$ cat src/rtl/evt_xlate_pkg.sv
// Shared types and fixed entry layouts for the event translation engine.
// Assumes little-endian memory and flat (single-level) tables.
package evt_xlate_pkg;

    typedef enum logic [1:0] {
        KIND_XLATE   = 2'd0,
        KIND_INT     = 2'd1,
        KIND_CLEAR   = 2'd2,
        KIND_DISCARD = 2'd3
    } req_kind_e;

    typedef enum logic [1:0] {
        ST_OK      = 2'd0,
        ST_IGNORED = 2'd1,
        ST_MEMERR  = 2'd2
    } status_e;

    typedef enum logic [3:0] {
        S_IDLE,
        S_RD_EVT,
        S_RD_DTE,
        S_RD_ITEL,
        S_RD_ITEH,
        S_RD_CTE,
        S_WR_ITEL,
        S_WR_ITEH
    } state_e;

    localparam int EVT_W       = 32;   // event number width
    localparam int DEV_W       = 32;   // device number width
    localparam int SIZE_LSB    = 1;    // device entry size field
    localparam int SIZE_W      = 5;
    localparam int ITT_LSB     = 8;    // translation table base alignment
    localparam int INTID_LSB   = 2;    // interrupt number in low word
    localparam int ENTRY_BYTES = 8;    // device and collection entry size
    localparam int ITE_BYTES   = 12;   // translation entry size
    localparam int ITEH_OFFS   = 8;    // high word offset inside an entry

endpackage

$ cat src/rtl/evt_addr_gen.sv
// Table walker address generator. Computes every address the engine can
// touch from the bases and the identifiers held so far. Purely combinational.
// Assumes flat tables and ADDR_W wide enough for base + index * entry size.
module evt_addr_gen
    import evt_xlate_pkg::*;
#(
    parameter int ADDR_W = 48,
    parameter int OFFS_W = 20,
    parameter int COLL_W = 16
) (
    input  logic [ADDR_W-1:0] cq_base_i,
    input  logic [ADDR_W-1:0] dt_base_i,
    input  logic [ADDR_W-1:0] ct_base_i,
    input  logic [ADDR_W-1:0] itt_base_i,
    input  logic [OFFS_W-1:0] offset_i,
    input  logic [DEV_W-1:0]  devid_i,
    input  logic [EVT_W-1:0]  evt_i,
    input  logic [COLL_W-1:0] icid_i,
    output logic [ADDR_W-1:0] cq_addr_o,
    output logic [ADDR_W-1:0] dte_addr_o,
    output logic [ADDR_W-1:0] itel_addr_o,
    output logic [ADDR_W-1:0] iteh_addr_o,
    output logic [ADDR_W-1:0] cte_addr_o
);
    localparam logic [ADDR_W-1:0] DW_STEP = ADDR_W'(ENTRY_BYTES);
    localparam logic [ADDR_W-1:0] HI_STEP = ADDR_W'(ITEH_OFFS);

    logic [ADDR_W-1:0] evt_ext;
    logic [ADDR_W-1:0] ite_offs;

    // Scale indices by entry sizes; event * 12 as (e*8) + (e*4).
    always_comb begin
        evt_ext     = ADDR_W'(evt_i);
        ite_offs    = (evt_ext << 3) + (evt_ext << 2);
        cq_addr_o   = cq_base_i + ADDR_W'(offset_i) + DW_STEP;
        dte_addr_o  = dt_base_i + (ADDR_W'(devid_i) << 3);
        itel_addr_o = itt_base_i + ite_offs;
        iteh_addr_o = itt_base_i + ite_offs + HI_STEP;
        cte_addr_o  = ct_base_i + (ADDR_W'(icid_i) << 3);
    end

endmodule

$ cat src/rtl/evt_entry_decode.sv
// Entry decoder. Interprets one fetched doubleword as a device entry,
// translation low/high word or collection entry; the engine picks the view
// that matches its current step. Purely combinational.
module evt_entry_decode
    import evt_xlate_pkg::*;
#(
    parameter int ADDR_W  = 48,
    parameter int INTID_W = 24,
    parameter int COLL_W  = 16
) (
    input  logic [63:0]        data_i,
    input  logic [EVT_W-1:0]   evt_i,
    output logic               valid_o,
    output logic               evt_in_range_o,
    output logic [ADDR_W-1:0]  itt_base_o,
    output logic               ite_usable_o,
    output logic [INTID_W-1:0] intid_o,
    output logic [COLL_W-1:0]  icid_o
);
    logic [SIZE_W-1:0] size_f;
    logic [SIZE_W:0]   shift_amt;
    logic [EVT_W:0]    evt_limit;

    // Decode fields; limit kept one bit wider so 2^32 does not wrap.
    always_comb begin
        valid_o        = data_i[0];
        size_f         = data_i[SIZE_LSB +: SIZE_W];
        shift_amt      = {1'b0, size_f} + {{SIZE_W{1'b0}}, 1'b1};
        evt_limit      = (EVT_W+1)'(1) << shift_amt;
        evt_in_range_o = {1'b0, evt_i} < evt_limit;
        itt_base_o     = {data_i[ADDR_W-1:ITT_LSB], {ITT_LSB{1'b0}}};
        ite_usable_o   = data_i[0] & data_i[1];
        intid_o        = data_i[INTID_LSB +: INTID_W];
        icid_o         = data_i[COLL_W-1:0];
    end

endmodule

$ cat src/rtl/evt_mem_port.sv
// Single-outstanding memory port. A launch pulse captures one access and
// holds it on the bus until acknowledged; the response is registered and
// reported with a one-cycle done pulse. Assumes launch only when idle.
module evt_mem_port #(
    parameter int ADDR_W = 48
) (
    input  logic              clk,
    input  logic              rst_n,
    input  logic              launch_i,
    input  logic              we_i,
    input  logic              size8_i,
    input  logic [ADDR_W-1:0] addr_i,
    input  logic [63:0]       wdata_i,
    output logic              done_o,
    output logic              err_o,
    output logic [63:0]       rdata_o,
    output logic              mem_req_o,
    output logic              mem_we_o,
    output logic              mem_size_o,
    output logic [ADDR_W-1:0] mem_addr_o,
    output logic [63:0]       mem_wdata_o,
    input  logic              mem_ack_i,
    input  logic              mem_err_i,
    input  logic [63:0]       mem_rdata_i
);
    logic              req_q;
    logic              we_q;
    logic              size_q;
    logic [ADDR_W-1:0] addr_q;
    logic [63:0]       wdata_q;
    logic              done_q;
    logic              err_q;
    logic [63:0]       rdata_q;

    // Hold the request until ack, then capture the response.
    always_ff @(posedge clk) begin
        if (!rst_n) begin
            req_q   <= 1'b0;
            we_q    <= 1'b0;
            size_q  <= 1'b0;
            addr_q  <= '0;
            wdata_q <= '0;
            done_q  <= 1'b0;
            err_q   <= 1'b0;
            rdata_q <= '0;
        end else begin
            done_q <= 1'b0;
            if (launch_i && !req_q) begin
                req_q   <= 1'b1;
                we_q    <= we_i;
                size_q  <= size8_i;
                addr_q  <= addr_i;
                wdata_q <= wdata_i;
            end else if (req_q && mem_ack_i) begin
                req_q   <= 1'b0;
                done_q  <= 1'b1;
                err_q   <= mem_err_i;
                rdata_q <= mem_rdata_i;
            end
        end
    end

    assign mem_req_o   = req_q;
    assign mem_we_o    = we_q;
    assign mem_size_o  = size_q;
    assign mem_addr_o  = addr_q;
    assign mem_wdata_o = wdata_q;
    assign done_o      = done_q;
    assign err_o       = err_q;
    assign rdata_o     = rdata_q;

endmodule

$ cat src/rtl/evt_xlate_engine.sv
// Event translation command engine. Accepts one request at a time, walks
// command queue, device, translation and collection entries through the
// memory port, validates each, erases the translation entry on a good
// discard and reports a status. Assumes flat tables and a memory that
// acknowledges every access.
module evt_xlate_engine
    import evt_xlate_pkg::*;
#(
    parameter int ADDR_W  = 48,
    parameter int OFFS_W  = 20,
    parameter int INTID_W = 24,
    parameter int COLL_W  = 16
) (
    input  logic               clk,
    input  logic               rst_n,
    input  logic               cfg_enable_i,
    input  logic [ADDR_W-1:0]  cfg_cq_base_i,
    input  logic [ADDR_W-1:0]  cfg_dt_base_i,
    input  logic [ADDR_W-1:0]  cfg_ct_base_i,
    input  logic [DEV_W-1:0]   cfg_max_dev_i,
    input  logic               req_valid_i,
    output logic               req_ready_o,
    input  logic [1:0]         req_kind_i,
    input  logic [63:0]        req_dw0_i,
    input  logic [DEV_W-1:0]   req_source_i,
    input  logic [OFFS_W-1:0]  req_offset_i,
    output logic               done_o,
    output logic [1:0]         status_o,
    output logic [INTID_W-1:0] intid_o,
    output logic [COLL_W-1:0]  icid_o,
    output logic               mem_req_o,
    output logic               mem_we_o,
    output logic               mem_size_o,
    output logic [ADDR_W-1:0]  mem_addr_o,
    output logic [63:0]        mem_wdata_o,
    input  logic               mem_ack_i,
    input  logic               mem_err_i,
    input  logic [63:0]        mem_rdata_i
);
    state_e             state_q;
    req_kind_e          kind_q;
    logic [DEV_W-1:0]   devid_q;
    logic [EVT_W-1:0]   evt_q;
    logic [OFFS_W-1:0]  offset_q;
    logic [ADDR_W-1:0]  itt_q;
    logic               usable_q;
    logic [INTID_W-1:0] intid_q;
    logic [COLL_W-1:0]  icid_q;
    logic               pend_q;
    logic               done_q;
    status_e            status_q;

    logic               launch;
    logic               acc_we;
    logic               acc_size8;
    logic [ADDR_W-1:0]  acc_addr;
    logic               port_done;
    logic               port_err;
    logic [63:0]        port_rdata;

    logic [ADDR_W-1:0]  cq_addr, dte_addr, itel_addr, iteh_addr, cte_addr;
    logic               ent_valid, ent_in_range, ent_usable;
    logic [ADDR_W-1:0]  ent_itt;
    logic [INTID_W-1:0] ent_intid;
    logic [COLL_W-1:0]  ent_icid;

    evt_addr_gen #(
        .ADDR_W (ADDR_W),
        .OFFS_W (OFFS_W),
        .COLL_W (COLL_W)
    ) u_addr (
        .cq_base_i   (cfg_cq_base_i),
        .dt_base_i   (cfg_dt_base_i),
        .ct_base_i   (cfg_ct_base_i),
        .itt_base_i  (itt_q),
        .offset_i    (offset_q),
        .devid_i     (devid_q),
        .evt_i       (evt_q),
        .icid_i      (icid_q),
        .cq_addr_o   (cq_addr),
        .dte_addr_o  (dte_addr),
        .itel_addr_o (itel_addr),
        .iteh_addr_o (iteh_addr),
        .cte_addr_o  (cte_addr)
    );

    evt_entry_decode #(
        .ADDR_W  (ADDR_W),
        .INTID_W (INTID_W),
        .COLL_W  (COLL_W)
    ) u_dec (
        .data_i         (port_rdata),
        .evt_i          (evt_q),
        .valid_o        (ent_valid),
        .evt_in_range_o (ent_in_range),
        .itt_base_o     (ent_itt),
        .ite_usable_o   (ent_usable),
        .intid_o        (ent_intid),
        .icid_o         (ent_icid)
    );

    evt_mem_port #(
        .ADDR_W (ADDR_W)
    ) u_port (
        .clk         (clk),
        .rst_n       (rst_n),
        .launch_i    (launch),
        .we_i        (acc_we),
        .size8_i     (acc_size8),
        .addr_i      (acc_addr),
        .wdata_i     (64'd0),
        .done_o      (port_done),
        .err_o       (port_err),
        .rdata_o     (port_rdata),
        .mem_req_o   (mem_req_o),
        .mem_we_o    (mem_we_o),
        .mem_size_o  (mem_size_o),
        .mem_addr_o  (mem_addr_o),
        .mem_wdata_o (mem_wdata_o),
        .mem_ack_i   (mem_ack_i),
        .mem_err_i   (mem_err_i),
        .mem_rdata_i (mem_rdata_i)
    );

    // Select the access that belongs to the current step.
    always_comb begin
        acc_we    = 1'b0;
        acc_size8 = 1'b1;
        acc_addr  = '0;
        launch    = 1'b0;
        unique case (state_q)
            S_RD_EVT:  acc_addr = cq_addr;
            S_RD_DTE:  acc_addr = dte_addr;
            S_RD_ITEL: acc_addr = itel_addr;
            S_RD_ITEH: begin acc_addr = iteh_addr; acc_size8 = 1'b0; end
            S_RD_CTE:  acc_addr = cte_addr;
            S_WR_ITEL: begin acc_addr = itel_addr; acc_we = 1'b1; end
            S_WR_ITEH: begin acc_addr = iteh_addr; acc_we = 1'b1; acc_size8 = 1'b0; end
            default:   acc_addr = '0;
        endcase
        launch = (state_q != S_IDLE) && !pend_q;
    end

    // Track whether the current step's access is already on its way.
    always_ff @(posedge clk) begin
        if (!rst_n)         pend_q <= 1'b0;
        else if (launch)    pend_q <= 1'b1;
        else if (port_done) pend_q <= 1'b0;
    end

    // Request sequencer: accept, walk tables, validate, complete.
    always_ff @(posedge clk) begin
        if (!rst_n) begin
            state_q  <= S_IDLE;
            kind_q   <= KIND_XLATE;
            devid_q  <= '0;
            evt_q    <= '0;
            offset_q <= '0;
            itt_q    <= '0;
            usable_q <= 1'b0;
            intid_q  <= '0;
            icid_q   <= '0;
            done_q   <= 1'b0;
            status_q <= ST_OK;
        end else begin
            done_q <= 1'b0;
            unique case (state_q)
                S_IDLE: begin
                    if (req_valid_i) begin
                        kind_q   <= req_kind_e'(req_kind_i);
                        offset_q <= req_offset_i;
                        if (req_kind_e'(req_kind_i) == KIND_XLATE) begin
                            devid_q <= req_source_i;
                            evt_q   <= req_dw0_i[EVT_W-1:0];
                            if (!cfg_enable_i || req_source_i > cfg_max_dev_i) begin
                                done_q   <= 1'b1;
                                status_q <= ST_IGNORED;
                            end else begin
                                state_q <= S_RD_DTE;
                            end
                        end else begin
                            devid_q <= req_dw0_i[63:32];
                            state_q <= S_RD_EVT;
                        end
                    end
                end
                S_RD_EVT: if (port_done) begin
                    if (port_err) begin
                        done_q <= 1'b1; status_q <= ST_MEMERR; state_q <= S_IDLE;
                    end else if (devid_q > cfg_max_dev_i) begin
                        done_q <= 1'b1; status_q <= ST_IGNORED; state_q <= S_IDLE;
                    end else begin
                        evt_q   <= port_rdata[EVT_W-1:0];
                        state_q <= S_RD_DTE;
                    end
                end
                S_RD_DTE: if (port_done) begin
                    if (port_err) begin
                        done_q <= 1'b1; status_q <= ST_MEMERR; state_q <= S_IDLE;
                    end else if (!ent_valid || !ent_in_range) begin
                        done_q <= 1'b1; status_q <= ST_IGNORED; state_q <= S_IDLE;
                    end else begin
                        itt_q   <= ent_itt;
                        state_q <= S_RD_ITEL;
                    end
                end
                S_RD_ITEL: if (port_done) begin
                    if (port_err) begin
                        done_q <= 1'b1; status_q <= ST_MEMERR; state_q <= S_IDLE;
                    end else begin
                        usable_q <= ent_usable;
                        intid_q  <= ent_intid;
                        state_q  <= S_RD_ITEH;
                    end
                end
                S_RD_ITEH: if (port_done) begin
                    if (port_err) begin
                        done_q <= 1'b1; status_q <= ST_MEMERR; state_q <= S_IDLE;
                    end else if (!usable_q) begin
                        done_q <= 1'b1; status_q <= ST_IGNORED; state_q <= S_IDLE;
                    end else begin
                        icid_q  <= ent_icid;
                        state_q <= S_RD_CTE;
                    end
                end
                S_RD_CTE: if (port_done) begin
                    if (port_err) begin
                        done_q <= 1'b1; status_q <= ST_MEMERR; state_q <= S_IDLE;
                    end else if (!ent_valid) begin
                        done_q <= 1'b1; status_q <= ST_IGNORED; state_q <= S_IDLE;
                    end else if (kind_q == KIND_DISCARD) begin
                        state_q <= S_WR_ITEL;
                    end else begin
                        done_q <= 1'b1; status_q <= ST_OK; state_q <= S_IDLE;
                    end
                end
                S_WR_ITEL: if (port_done) begin
                    if (port_err) begin
                        done_q <= 1'b1; status_q <= ST_MEMERR; state_q <= S_IDLE;
                    end else begin
                        state_q <= S_WR_ITEH;
                    end
                end
                S_WR_ITEH: if (port_done) begin
                    done_q   <= 1'b1;
                    status_q <= port_err ? ST_MEMERR : ST_OK;
                    state_q  <= S_IDLE;
                end
                default: state_q <= S_IDLE;
            endcase
        end
    end

    assign req_ready_o = (state_q == S_IDLE);
    assign done_o      = done_q;
    assign status_o    = status_q;
    assign intid_o     = intid_q;
    assign icid_o      = icid_q;

    // Bus access must stay put while waiting for the acknowledge.
    AST_REQ_HOLD: assert property (@(posedge clk) disable iff (!rst_n)
        mem_req_o && !mem_ack_i |=> mem_req_o && $stable(mem_addr_o) && $stable(mem_we_o));

    // Memory writes belong to discards only.
    AST_WRITE_ONLY_DISCARD: assert property (@(posedge clk) disable iff (!rst_n)
        mem_req_o && mem_we_o |-> kind_q == KIND_DISCARD);

    // Erasing writes carry zeros.
    AST_WRITE_ZERO: assert property (@(posedge clk) disable iff (!rst_n)
        mem_req_o && mem_we_o |-> mem_wdata_o == 64'd0);

    // No new request may be taken while memory traffic is in flight.
    AST_BUSY_NOT_READY: assert property (@(posedge clk) disable iff (!rst_n)
        mem_req_o |-> !req_ready_o);

    // An error response ends the request: the next cycle starts no access.
    AST_ERR_STOPS: assert property (@(posedge clk) disable iff (!rst_n)
        mem_req_o && mem_ack_i && mem_err_i |=> !mem_req_o);

endmodule

$ cat config.mk
export PLATFORM = sky130hd
export DESIGN_NAME = evt_xlate_engine
export DESIGN_NICKNAME = d
export VERILOG_FILES = /design/src/rtl/evt_xlate_pkg.sv /design/src/rtl/evt_addr_gen.sv /design/src/rtl/evt_entry_decode.sv /design/src/rtl/evt_mem_port.sv /design/src/rtl/evt_xlate_engine.sv
export SDC_FILE = /design/constraint.sdc
export NUM_CORES = 1
export LEC_CHECK = 0
export ABC_AREA = 1
export CAP_MARGIN = 40
export CORE_ASPECT_RATIO = 1.1
export CORE_MARGIN = 5
export CORE_UTILIZATION = 45
export DETAILED_ROUTE_END_ITERATION = 8
export DONT_BUFFER_PORTS = 1
export GPL_ROUTABILITY_DRIVEN = 0
export GPL_TIMING_DRIVEN = 0
export PLACE_DENSITY = 0.66
export SETUP_SLACK_MARGIN = 0.1
export SLEW_MARGIN = 20
export SYNTH_ARGS = -nofsm -noshare
export SYNTH_HDL_FRONTEND = slang
export SYNTH_SLANG_ARGS = --single-unit
$ cat constraint.sdc
create_clock -name clk -period 4 [get_ports clk]
set_input_delay 0.2 -clock clk [delete_from_list [all_inputs] [get_ports clk]]
set_output_delay 0.2 -clock clk [all_outputs]
set_load 0.05 [all_outputs]
==> impl_metrics.env, run 1 <==
export IMPL_die_w_um=246
export IMPL_synthFlopType="dfxtp_1"
export IMPL_setup_viol=26
export IMPL_fmax_ghz=0.2314
export IMPL_critPathKind="reg2reg"
export IMPL_vias=33530
export IMPL_cp_max_fo=4
export IMPL_grt_pass1_wl_um=183200
export IMPL_tightest_slew_ps=994.9
export IMPL_synthTopCellsByArea="dfxtp_1 20%, nand2_1 18%, ha_1 11%, inv_1 7.8%, a21oi_1 7.6%"
export IMPL_synth_seq_cells=275
export IMPL_synthesis_area_um2=27570
export IMPL_worstRegToRegCells=28
export IMPL_fin_crit_sh_pct=108.1
export IMPL_core_um2=60860
export IMPL_grt_overflow=0
export IMPL_setup_tns_ps=-5629
export IMPL_wl_per_cell_um=21.18
export IMPL_final_cell_area_um2=34600
export IMPL_cts_path_max_buffers=3
export IMPL_total_power_uw=18350
export IMPL_dp_cells=5563
export IMPL_finClkSkew_ps=36.91
export IMPL_worst_r2r_endpoint="u_port.mem_addr_o[36]"
export IMPL_cts_buffers=35
export IMPL_period_needed_ps=4322
export IMPL_cp_required_ps=4470
export IMPL_drv_cap=0
export IMPL_layout_drive_gt1_share_pct=13.71
export IMPL_cp_slowest_cell="dfxtp_4"
export IMPL_reg2reg_slack_ps=-320
export IMPL_clk_pin_slew_ps=60
export IMPL_nets=5658
export IMPL_num_rows=95
export IMPL_ys_types=62
export IMPL_end_kind="register"
export IMPL_vias_per_cell=5.673
export IMPL_synth_top_area_share_pct=19.97
export IMPL_min_to="devid_q[0]"
export IMPL_synth_warnings=0
export IMPL_power_leakage_uw=0.01577
export IMPL_failed_checks="negative setup slack"
export IMPL_htree_levels=2
export IMPL_insertion_delay_ps=590
export IMPL_pre_cts_slack_ps=-913.4
export IMPL_hp_class="in2reg"
export IMPL_syn_inst=4665
export IMPL_synth_area_per_cell_um2=5.910
export IMPL_antenna_found_initial=12
export IMPL_ys_seq_area_share_pct=19.97
export IMPL_rsz0062_at_grt="true"
export IMPL_peakVddDrop_uv=323.1
export IMPL_startpoint_type="register"
export IMPL_cts_sinks=275
export IMPL_wl_um=125100
export IMPL_synth_most_common_cell="nand2_1"
export IMPL_post_dp_cell_area_um2=28960
export IMPL_status="finished with violations"
export IMPL_drc=0
export IMPL_drt_initial_drc_count=3118
export IMPL_slew_viol_final=0
export IMPL_min_from="req_source_i[0]"
export IMPL_cts_root_buffer="clkbuf_16"
export IMPL_cts_tree="built"
export IMPL_io_buffers=0
export IMPL_fin_ws_ps=-322.2
export IMPL_dp_hpwl_um=101000
export IMPL_instances_no_fill=5910
export IMPL_slew_headroom_pct=33.67
export IMPL_grt_total_usage_pct=35.29
export IMPL_io_pins=523
export IMPL_r2r_start="evt_q[7]"
export IMPL_grt_pass1_vias=31360
export IMPL_die_h_um=269.6
export IMPL_whs_path_depth=4
export IMPL_cpPeakStageDelay_ps=380
export IMPL_ant_nets=0
export IMPL_worstPathArrival_ps=4800
export IMPL_initial_core_util_pct=45.30
export IMPL_grt_max_degree=14
export IMPL_synthArstFlopShare_pct=0
export IMPL_die_area_um2=66320
export IMPL_syn2layout_area_growth_pct=25.50
export IMPL_synthTopCellsByCount="1290 x nand2_1, 573 x inv_1, 427 x nor2_1"
export IMPL_synth_edff_count=0
export IMPL_power_density_nw_per_um2=530.3
export IMPL_yosysTopAreaCell="dfxtp_1"
export IMPL_hold_viol_final=0
export IMPL_dr_pass1_iters=9
critical path, delay by kind of cell (launching register included):
kind / cells / cell delay [ps]
compound gates: 7 / 1280
xor+xnor: 1 / 340
fa+ha+maj: 2 / 550
buf+inv: 5 / 420
flops: 1 / 380
simple gates: 13 / 1240
cells by family after synthesis:
group                    synth area share (%)
AND/OR/NAND/NOR                         37.99
AO/OA/AOI/OAI                           17.58
buffers and inverters                   11.62
flip-flops                              19.97
adder cells (fa/ha/maj)                 11.44
XOR/XNOR                                1.389
other                                 0.01360
how the worst max path moves through the flow:
| stage | start | end | slack, ps | cells past startpoint |
|---|---|---|---|---|
| after floorplan | evt_q[1] | u_port.mem_addr_o[37] | 100 | 28 |
| after global placement | evt_q[3] | u_port.mem_addr_o[36] | -900 | 27 |
| after detailed placement | evt_q[3] | u_port.mem_addr_o[36] | -910 | 27 |
| after CTS | evt_q[7] | u_port.mem_addr_o[37] | -170 | 28 |
| after global routing | evt_q[1] | u_port.mem_addr_o[37] | -460 | 29 |
| final | evt_q[7] | u_port.mem_addr_o[36] | -320 | 28 |
flip-flops by register name (all words and copies together), names as in the netlist, 2 cells and up:
| name | flops |
|---|---|
| status_o | 2 |
| kind_q | 2 |
| intid_o | 24 |
| state_q | 3 |
| icid_o | 16 |
| u_port.rdata_o | 48 |
| offset_q | 20 |
| itt_q | 40 |
| u_port.mem_addr_o | 48 |
| evt_q | 32 |
| devid_q | 32 |
stage by stage:
step / util (%) / hold WS (ps)
floorplan: - / 303.1
global placement: 47.42 / 307.8
detailed placement: 47.59 / 309.7
CTS: 54.92 / 2.730
global route: 56.83 / 32.44
finish: 56.85 / 9.101
cell type report:
class / count / area (µm²)
fillers: 6101 / 26260
multi-input cells: 3669 / 20950
flip-flops and latches: 275 / 5572
repair buffers: 280 / 2650
inverters: 589 / 2213
well taps: 824 / 1031
clock buffers: 51 / 1006
plain buffers: 195 / 997.2
clock inverters: 11 / 145.1
diodes: 16 / 40.04
what timing repair did:
item | in CTS | in global routing
hold buffers | 179 | 0
gates resized for setup | 283 | 196
endpoints found under the setup margin | 74 | 73
pin swaps | 108 | 126
hold endpoints to repair | 147 | 0
buffers inserted | 55 | 27
routing by layer:
metal	vias to the layer above	part of all wire (%)	track usage, %
li1	16090	-	-
met1	15170	35	38.05
met2	1739	46	59.38
met3	524	9.9	9.667
met4	0	8.9	25.17
met5	-	0	0
placed cells by master (no fill, tap or decap), types with 20 or more instances in the layout:
cell type         n
conb_1           64
nand2_2         121
inv_2            26
nor4_1           23
dlygate4sd3_1   179
nor2_2           31
o21ai_0         302
a21oi_2          34
xor2_1           22
nand4_1          81
nor2_1          384
a21oi_1         379
nand2_1        1181
nor3_1           66
or2_2            20
ha_1            209
inv_1           559
nor2_4           42
clkbuf_16        35
nand3_2          39
nand3_1         355
nand2_4          28
o211ai_1         30
clkbuf_1        119
dfxtp_1         254
buf_4           144
ha_4             30
power by group:
group / switching, µW / total [µW] / internal, µW
Clock: 1400 / 3290 / 1900
Sequential: 1050 / 4290 / 3240
Combinational: 7010 / 10800 / 3760
Power figures use the tool's default switching activity.
==> run 2, diff against run 1 <==
--- a/config.mk
+++ b/config.mk
@@ -16,7 +16,8 @@
 export GPL_TIMING_DRIVEN = 0
 export PLACE_DENSITY = 0.66
 export SETUP_SLACK_MARGIN = 0.1
-export SLEW_MARGIN = 20
+export SKIP_CTS_REPAIR_TIMING = 1
+export SLEW_MARGIN = 0
 export SYNTH_ARGS = -nofsm -noshare
 export SYNTH_HDL_FRONTEND = slang
 export SYNTH_SLANG_ARGS = --single-unit
==> impl_metrics.env, run 2 (synthesis gave the netlist of run 1 again) <==
export IMPL_end_kind="register"
export IMPL_clk_pin_slew_ps=60
export IMPL_fin_crit_sh_pct=107.6
export IMPL_whs_ps=-36.38
export IMPL_cpPeakStageDelay_ps=420
export IMPL_hp_class="in2reg"
export IMPL_cp_max_fo=5
export IMPL_antenna_found_initial=14
export IMPL_power_leakage_uw=0.01583
export IMPL_dp_hpwl_um=101100
export IMPL_grt_max_degree=13
export IMPL_total_power_uw=18260
export IMPL_die_w_um=246
export IMPL_syn2layout_area_growth_pct=25.46
export IMPL_min_from="req_dw0_i[0]"
export IMPL_min_to="evt_q[0]"
export IMPL_status="finished with violations"
export IMPL_slew_headroom_pct=24.74
export IMPL_num_rows=95
export IMPL_worstRegToRegCells=29
export IMPL_period_needed_ps=4304
export IMPL_critPathKind="reg2reg"
export IMPL_crit_top_cell="nand2_1"
export IMPL_die_h_um=269.6
export IMPL_htree_levels=2
export IMPL_drt_initial_drc_count=3263
export IMPL_core_um2=60860
export IMPL_dp_cells=5565
export IMPL_ant_nets=0
export IMPL_peakVddDrop_uv=330.8
export IMPL_cts_tree="built"
export IMPL_fmax_ghz=0.2323
export IMPL_die_area_um2=66320
export IMPL_instances_no_fill=5879
export IMPL_worst_r2r_endpoint="u_port.mem_addr_o[45]"
export IMPL_initial_core_util_pct=45.30
export IMPL_power_density_nw_per_um2=527.9
export IMPL_pre_cts_slack_ps=-923.8
export IMPL_r2r_start="evt_q[12]"
export IMPL_grt_pass1_wl_um=175700
export IMPL_worstPathArrival_ps=4820
export IMPL_cp_required_ps=4520
export IMPL_io_buffers=0
export IMPL_drv_cap=0
export IMPL_mostFrequentLayoutCells="1157 x nand2_1, 544 x inv_1, 384 x a21oi_1"
export IMPL_rsz0062_at_grt="true"
export IMPL_wl_per_cell_um=21.33
export IMPL_io_pins=523
export IMPL_slew_viol_final=0
export IMPL_vias=33360
export IMPL_grt_pass1_vias=29450
export IMPL_failed_checks="negative hold slack, negative setup slack"
export IMPL_tightest_slew_ps=1117
export IMPL_layout_commonest_cell="nand2_1"
export IMPL_cts_path_max_buffers=3
export IMPL_cts_root_buffer="clkbuf_16"
export IMPL_startpoint_type="register"
export IMPL_wl_um=125400
export IMPL_reg2reg_slack_ps=-300
export IMPL_vias_per_cell=5.674
export IMPL_whs_path_depth=4
export IMPL_cts_buffers=34
export IMPL_dr_pass1_iters=6
export IMPL_grt_total_usage_pct=34.07
export IMPL_layout_drive_gt1_share_pct=14.25
export IMPL_cp_slowest_cell="dfxtp_2"
export IMPL_insertion_delay_ps=590
export IMPL_setup_viol=24
export IMPL_fin_ws_ps=-304.5
export IMPL_finClkSkew_ps=22.37
export IMPL_hold_viol_final=7
export IMPL_nets=5632
export IMPL_cts_sinks=275
export IMPL_grt_overflow=0
export IMPL_drc=0
==> run 2: power breakdown <==
part / total, µW / switching [µW] / leakage, µW / internal [µW]
Combinational: 10900 / 7170 / 0.0131 / 3710
Clock: 3090 / 1380 / 0.000525 / 1700
Sequential: 4290 / 1050 / 0.00225 / 3240
Total: 18300 / 9600 / 0.0158 / 8660
==> run 2: area by class of cell <==
class                           instances  area [µm²]
Fill cell                            6067       26270
Multi-Input combinational cell       3669       21210
Sequential cell                       275        5569
Timing Repair Buffer                  255        2431
Inverter                              589        2223
Tap cell                              824        1031
Buffer                                195       997.2
Clock buffer                           47       959.7
Clock inverter                         10       130.1
Antenna cell                           15       37.54
==> run 2: stage by stage <==
step	instance area, µm²	hold slack, ps	TNS [ps]	utilization, %
after floorplan	27830	303.1	0	-
after global placement	28860	307.8	-19380	47.42
final	34590	-36.38	-4339	56.83
after global routing	34580	10.30	-9249	56.82
after CTS	30080	-289.2	-21480	49.43
after detailed placement	28990	308.8	-20110	47.64
==> run 2: critical path: cells and delay by family, from the launching register on <==
kind	cells	cell delay, ps
buffers and inverters	3	250
AO/OA/AOI/OAI	6	1060
flip-flops	1	420
XOR/XNOR	1	280
adder cells (fa/ha/maj)	2	570
AND/OR/NAND/NOR	17	1640
==> run 2: metal layers <==
layer	GRT usage, %	vias up	part of all wire [%]
met5	0	-	0.015
li1	-	16020	-
met2	57.56	1724	46
met4	23.48	2	8.9
met1	36.96	15090	35
met3	9.182	521	10
==> run 2: how the worst max path moves through the flow <==
stage | start | endpoint | slack (ps)
after floorplan | evt_q[1] | u_port.mem_addr_o[37] | 100
after global placement | evt_q[3] | u_port.mem_addr_o[36] | -900
after detailed placement | evt_q[3] | u_port.mem_addr_o[36] | -920
after CTS | evt_q[3] | u_port.mem_addr_o[36] | -960
after global routing | evt_q[12] | u_port.mem_addr_o[45] | -490
final | evt_q[12] | u_port.mem_addr_o[45] | -300
